File: src/rtl/mii_tx_pkg.sv
`timescale 1ns/1ps
package mii_tx_pkg;

    typedef enum logic [2:0] {
        ST_IDLE,
        ST_PREAMBLE,
        ST_SFD,
        ST_DATA_LO,
        ST_DATA_HI,
        ST_ABORT,
        ST_GAP
    } tx_state_e;

    localparam logic [3:0] NIB_PREAMBLE = 4'h5;
    localparam logic [3:0] NIB_SFD      = 4'hD;
    localparam logic [3:0] NIB_IDLE     = 4'h0;

endpackage

File: src/rtl/mii_tx_fsm.sv
`timescale 1ns/1ps
module mii_tx_fsm
    import mii_tx_pkg::*;
#(
    parameter int PRE_NIBBLES = 15,
    parameter int IFG_NIBBLES = 24,
    parameter int CNT_W       = 5
) (
    input  logic      clk,
    input  logic      rst_n,
    input  logic      in_valid,
    input  logic      byte_last,
    output tx_state_e state,
    output logic      take,
    output logic      ready
);

    localparam logic [CNT_W-1:0] PRE_LAST = CNT_W'(PRE_NIBBLES - 1);
    localparam logic [CNT_W-1:0] IFG_LAST = CNT_W'(IFG_NIBBLES - 1);

    tx_state_e        state_q, state_d;
    logic [CNT_W-1:0] cnt_q, cnt_d;

    always_comb begin
        state_d = state_q;
        cnt_d   = cnt_q + 1'b1;
        unique case (state_q)
            ST_IDLE: begin
                cnt_d = '0;
                if (in_valid) state_d = ST_PREAMBLE;
            end
            ST_PREAMBLE: begin
                if (cnt_q == PRE_LAST) state_d = ST_SFD;
            end
            ST_SFD: begin
                cnt_d   = '0;
                state_d = in_valid ? ST_DATA_LO : ST_ABORT;
            end
            ST_DATA_LO: begin
                cnt_d   = '0;
                state_d = ST_DATA_HI;
            end
            ST_DATA_HI: begin
                cnt_d = '0;
                if (byte_last)     state_d = ST_GAP;
                else if (in_valid) state_d = ST_DATA_LO;
                else               state_d = ST_ABORT;
            end
            ST_ABORT: begin
                cnt_d   = '0;
                state_d = ST_GAP;
            end
            ST_GAP: begin
                if (cnt_q == IFG_LAST) state_d = ST_IDLE;
            end
            default: begin
                cnt_d   = '0;
                state_d = ST_IDLE;
            end
        endcase
    end

    always_ff @(posedge clk) begin
        if (!rst_n) begin
            state_q <= ST_IDLE;
            cnt_q   <= '0;
        end else begin
            state_q <= state_d;
            cnt_q   <= cnt_d;
        end
    end

    always_comb begin
        ready = (state_q == ST_SFD) || ((state_q == ST_DATA_HI) && !byte_last);
        take  = ready && in_valid;
        state = state_q;
    end

    // an offered slot left empty leads straight into the abort nibble
    a_r8_underrun_abort: assert property (@(posedge clk) disable iff (!rst_n)
        (ready && !in_valid) |=> (state_q == ST_ABORT));

    // preamble counter advances by one on every preamble nibble
    a_r3_preamble_step: assert property (@(posedge clk) disable iff (!rst_n)
        (state_q == ST_PREAMBLE && $past(state_q) == ST_PREAMBLE) |-> (cnt_q == $past(cnt_q) + 1'b1));

    // a low nibble only follows the start-of-frame nibble or a high nibble
    a_r4_low_after_sfd_or_high: assert property (@(posedge clk) disable iff (!rst_n)
        (state_q == ST_DATA_LO) |-> ($past(state_q) == ST_SFD || $past(state_q) == ST_DATA_HI));

endmodule

File: src/rtl/mii_tx_byte_reg.sv
`timescale 1ns/1ps
module mii_tx_byte_reg #(
    parameter int BYTE_W = 8
) (
    input  logic              clk,
    input  logic              rst_n,
    input  logic              take,
    input  logic [BYTE_W-1:0] d_in,
    input  logic              err_in,
    input  logic              last_in,
    output logic [BYTE_W-1:0] d_q,
    output logic              err_q,
    output logic              last_q
);

    always_ff @(posedge clk) begin
        if (!rst_n) begin
            d_q    <= '0;
            err_q  <= 1'b0;
            last_q <= 1'b0;
        end else if (take) begin
            d_q    <= d_in;
            err_q  <= err_in;
            last_q <= last_in;
        end
    end

endmodule

File: src/rtl/mii_tx_nibble_out.sv
`timescale 1ns/1ps
module mii_tx_nibble_out
    import mii_tx_pkg::*;
#(
    parameter int BYTE_W = 8
) (
    input  tx_state_e         state,
    input  logic [BYTE_W-1:0] byte_q,
    input  logic              err_q,
    output logic [3:0]        txd,
    output logic              tx_en,
    output logic              tx_er
);

    always_comb begin
        txd   = NIB_IDLE;
        tx_en = 1'b0;
        tx_er = 1'b0;
        unique case (state)
            ST_IDLE, ST_GAP: begin
                txd   = NIB_IDLE;
            end
            ST_PREAMBLE: begin
                tx_en = 1'b1;
                txd   = NIB_PREAMBLE;
            end
            ST_SFD: begin
                tx_en = 1'b1;
                txd   = NIB_SFD;
            end
            ST_DATA_LO: begin
                tx_en = 1'b1;
                tx_er = err_q;
                txd   = byte_q[3:0];
            end
            ST_DATA_HI: begin
                tx_en = 1'b1;
                tx_er = err_q;
                txd   = byte_q[7:4];
            end
            ST_ABORT: begin
                tx_en = 1'b1;
                tx_er = 1'b1;
                txd   = NIB_IDLE;
            end
            default: begin
                txd   = NIB_IDLE;
            end
        endcase
    end

endmodule

File: src/rtl/mii_tx_serializer.sv
`timescale 1ns/1ps
module mii_tx_serializer
    import mii_tx_pkg::*;
#(
    parameter int PRE_NIBBLES = 15,
    parameter int IFG_NIBBLES = 24
) (
    input  logic       clk,
    input  logic       rst_n,
    input  logic       in_valid,
    input  logic [7:0] in_data,
    input  logic       in_last,
    input  logic       in_err,
    output logic       in_ready,
    output logic [3:0] mii_txd,
    output logic       mii_tx_en,
    output logic       mii_tx_er
);

    localparam int BYTE_W  = 8;
    localparam int CNT_MAX = (PRE_NIBBLES > IFG_NIBBLES) ? PRE_NIBBLES : IFG_NIBBLES;
    localparam int CNT_W   = $clog2(CNT_MAX + 1);

    tx_state_e         state;
    logic              take;
    logic [BYTE_W-1:0] byte_q;
    logic              err_q;
    logic              last_q;

    mii_tx_fsm #(
        .PRE_NIBBLES(PRE_NIBBLES),
        .IFG_NIBBLES(IFG_NIBBLES),
        .CNT_W      (CNT_W)
    ) u_fsm (
        .clk      (clk),
        .rst_n    (rst_n),
        .in_valid (in_valid),
        .byte_last(last_q),
        .state    (state),
        .take     (take),
        .ready    (in_ready)
    );

    mii_tx_byte_reg #(
        .BYTE_W(BYTE_W)
    ) u_byte (
        .clk    (clk),
        .rst_n  (rst_n),
        .take   (take),
        .d_in   (in_data),
        .err_in (in_err),
        .last_in(in_last),
        .d_q    (byte_q),
        .err_q  (err_q),
        .last_q (last_q)
    );

    mii_tx_nibble_out #(
        .BYTE_W(BYTE_W)
    ) u_out (
        .state (state),
        .byte_q(byte_q),
        .err_q (err_q),
        .txd   (mii_txd),
        .tx_en (mii_tx_en),
        .tx_er (mii_tx_er)
    );

    // Length of the current low stretch of transmit enable, saturating at the gap
    logic [CNT_W-1:0] idle_run;
    always_ff @(posedge clk) begin
        if (!rst_n)                                 idle_run <= CNT_W'(IFG_NIBBLES);
        else if (mii_tx_en)                         idle_run <= '0;
        else if (idle_run != CNT_W'(IFG_NIBBLES))   idle_run <= idle_run + 1'b1;
    end

    // a new frame never starts before the minimum gap has elapsed
    a_r9_min_gap: assert property (@(posedge clk) disable iff (!rst_n)
        $rose(mii_tx_en) |-> (idle_run == CNT_W'(IFG_NIBBLES)));

    // the first nibble under transmit enable is a preamble nibble
    a_r3_starts_with_preamble: assert property (@(posedge clk) disable iff (!rst_n)
        $rose(mii_tx_en) |-> (mii_txd == NIB_PREAMBLE && !mii_tx_er));

endmodule

File: config.mk
export PLATFORM = sky130hd
export DESIGN_NAME = mii_tx_serializer
export DESIGN_NICKNAME = d
export VERILOG_FILES = /design/src/rtl/mii_tx_pkg.sv /design/src/rtl/mii_tx_fsm.sv /design/src/rtl/mii_tx_byte_reg.sv /design/src/rtl/mii_tx_nibble_out.sv /design/src/rtl/mii_tx_serializer.sv
export SDC_FILE = /design/constraint.sdc
export NUM_CORES = 1
export LEC_CHECK = 0
export CAP_MARGIN = 5
export CORE_MARGIN = 4
export CORE_UTILIZATION = 50
export DETAILED_ROUTE_END_ITERATION = 10
export MAX_ROUTING_LAYER = met4
export PLACE_DENSITY = 0.81
export REMOVE_ABC_BUFFERS = 1
export SYNTH_ARGS = -nofsm -noshare
export SYNTH_HDL_FRONTEND = slang
export SYNTH_SLANG_ARGS = --single-unit
File: constraint.sdc
create_clock -name clk -period 1.8 [get_ports clk]
set_input_delay 0.18 -clock clk [delete_from_list [all_inputs] [get_ports clk]]
set_output_delay 0.18 -clock clk [all_outputs]
set_load 0.02 [all_outputs]
==> impl_metrics.tcl <==
set metrics [dict create \
    status "finished, final reports clean" \
    p_per_area_mw_per_mm2 598.4 \
    firstDrtPassIters 4 \
    async_flop_share 0 \
    cts_hold_buf 0 \
    ys_seq_elements 18 \
    grt_use_met3 0.03601 \
    die_area_sq_mm 0.002905 \
    rsz0062_at_grt "false" \
    grt_usage 0.2362 \
    synth_edf_count 0 \
    skew_ps 9.257 \
    cp_max_fo 5 \
    slew_headroom 0.6946 \
    grtUsageMet1 0.2496 \
    ys.warnings.count 0 \
    drc 0 \
    areaGrowthSynthToFinish_pct 29.34 \
    numPortBuffers 19 \
    crit_type "flop to output pin" \
    wire_per_inst_um 15.92 \
    first_iter_violations 31 \
    setup_tns_ps 0 \
    cpPeakStageDelay_ps 370 \
    ios 20 \
    maxCapViolCount 0 \
    synth.largest_area_cell "dfxtp_1" \
    yosysSeqAreaShare 0.3420 \
    power.total_mw 0.8154 \
    synth_ff_type "dfxtp_1" \
    via_per_inst 6.213 \
    avgSynthCellArea_sq_um 8.042 \
    cp.arrival_ps 1540 \
    end_kind "output pin" \
    cts_root_buffer "clkbuf_4" \
    finalNetCount 172 \
    dp_hpwl_um 2022 \
    grt_max_degree 14 \
    period_minus_slack_ps 1717 \
    synth_area_leaders "dfxtp_1 34%, nand3_1 10%, nand4_1 6.5%" \
    grt_busiest_layer "met2" \
    irDropWorstVdd_mv 0.5164 \
    clk_pin_slew_ps 120 \
    place_area_sq_mm 0.001309 \
    cts_num_sinks 18 \
    synth.distinct_cells 38 \
    cp-start-kind "flop" \
    h-tree-depth 1 \
    syn_inst 131 \
    ant_nets 0 \
    grt_pass1_wl_um 4926 \
    die_h_um 53.90 \
    layout-drive-gt1-share 0.1923 \
    fmax_mhz 582.3 \
    hold_slack_ps 462.9 \
    core_sq_mm 0.001982 \
    hold_viol 0 \
    cts-buffers-inserted 3 \
    worstMarginPinSlew_ps 458.2 \
    cts_tree "built" \
    design_area_sq_mm 0.001363 \
    crit_required_ps 1620 \
    grt_use_met2 0.4133 \
    gp_congestion 0.8425 \
    cp_slowest_cell "dfxtp_2" \
    synth_top_area_frac 0.3420 \
    vias 1137 \
    antenna_found_initial 0 \
    die_w_um 53.90 \
    clock_latency_ps 310 \
    cp_cell_sequence "buf_4 > nor2b_1 > a21oi_1 > o21ai_1 > clkdlybuf4s15_1" \
    rows 16 \
    fin_crit_sh 0.9541 \
    antenna_cells 0 \
    setup_violations 0 \
    start_util 0.5316 \
    hold_class "input port to flop" \
    grt_pass1_vias 1135 \
    clockBufferDepth 2 \
    overflow 0 \
    p_leak_nw 0.5337 \
    drt_wl_total_um 2913 \
    synth_area_sq_mm 0.001054 \
    finalMaxSlewViolations 0 \
]
layer usage:
layer,routed length [um],vias to the layer above
met5,0,-
met4,80,0
met3,131,11
met2,1472,42
met1,1228,544
li1,-,540
registers in the layout, summed over array words and instances (netlist names):
| signal | count |
|---|---|
| u_byte.last_q | 1 |
| u_fsm.cnt_q | 5 |
| u_byte.d_q | 8 |
| u_byte.err_q | 1 |
| u_fsm.state | 3 |
cell usage in the layout, fill, tap and decap left out, types with 2 or more instances in the layout:
cell	n
nand3_1	21
dfxtp_1	15
buf_4	13
clkdlybuf4s50_1	12
nand4_1	11
o211ai_1	9
nor2_1	6
nand2_1	6
o21ai_1	6
nand2b_1	5
a21oi_1	5
dlygate4sd2_1	4
clkbuf_4	3
inv_2	2
nand4b_1	2
and3b_1	2
nor3b_1	2
xor2_1	2
ha_1	2
clkbuf_2	2
dfxtp_2	2
final cells by class:
| type | count | area (sq um) |
|---|---|---|
| clock buffers | 4 | 36.28 |
| inverters | 3 | 11.26 |
| multi-input cells | 99 | 641.9 |
| fillers | 158 | 619.3 |
| well taps | 27 | 33.78 |
| flip-flops and latches | 18 | 366.6 |
| repair buffers | 32 | 272.8 |
through the flow:
step	cells	setup slack, ps	utilization
2_1_floorplan	120	212.5	-
3_3_place_gp	177	70.47	0.6604
3_5_place_dp	177	20.67	0.6604
4_1_cts	181	38.12	0.6824
5_1_grt	183	11.77	0.6875
6_report	183	82.63	0.6875
critical path: cells and delay by family (launching register included):
kind | cells | cell delay (ps)
AND/OR/NAND/NOR | 1 | 150
AO/OA/AOI/OAI | 2 | 210
buffers and inverters | 2 | 480
flip-flops | 1 | 370
cell families (layout without fill, tap and decap cells):
| family | count (synthesis) | count (layout) | synth area share |
|---|---|---|---|
| compound gates | 29 | 29 | 0.1877 |
| fa+ha+maj | 2 | 2 | 0.02375 |
| buf+inv | 14 | 39 | 0.05938 |
| simple gates | 65 | 65 | 0.3622 |
| flops | 18 | 18 | 0.3420 |
| xor+xnor | 3 | 3 | 0.02495 |
cells in the mapped netlist (2+ instances only):
library cell / number
o21ai_1: 6
nand3_1: 21
xor2_1: 2
nor3b_2: 2
ha_1: 2
nand4b_1: 2
nor2_1: 7
nand4_1: 11
clkbuf_1: 2
a21oi_1: 5
clkbuf_2: 2
o211ai_1: 9
nand2_1: 6
inv_2: 2
dfxtp_1: 18
nand2b_1: 5
nor3b_1: 2
and3b_1: 2
buf_2: 6
final timing paths:
| path | startpoint | to | slack (ps) | cells after the start |
|---|---|---|---|---|
| worst max-delay path | u_fsm.state[1] | mii_txd[0] | 80 | 5 |
| worst min-delay path | in_data[2] | u_byte.d_q[2] | 460 | 3 |
| worst min register to register | u_fsm.cnt_q[0] | u_fsm.cnt_q[0] | 490 | 1 |
| worst max register to register | u_fsm.state[0] | u_fsm.state[2] | 320 | 4 |
where the power goes:
part	total, mW	switching, mW	internal [mW]
logic	0.133	0.0706	0.0619
registers	0.414	0.0102	0.404
clock network	0.269	0.145	0.124
total	0.815	0.226	0.590
timing repair:
action / 4_1_cts / 5_1_grt
setup buffers: 0 / 2
setup endpoints to repair: 7 / 4
gates resized for setup: 14 / 7
No activity file was read; power rests on OpenSTA's default activity.
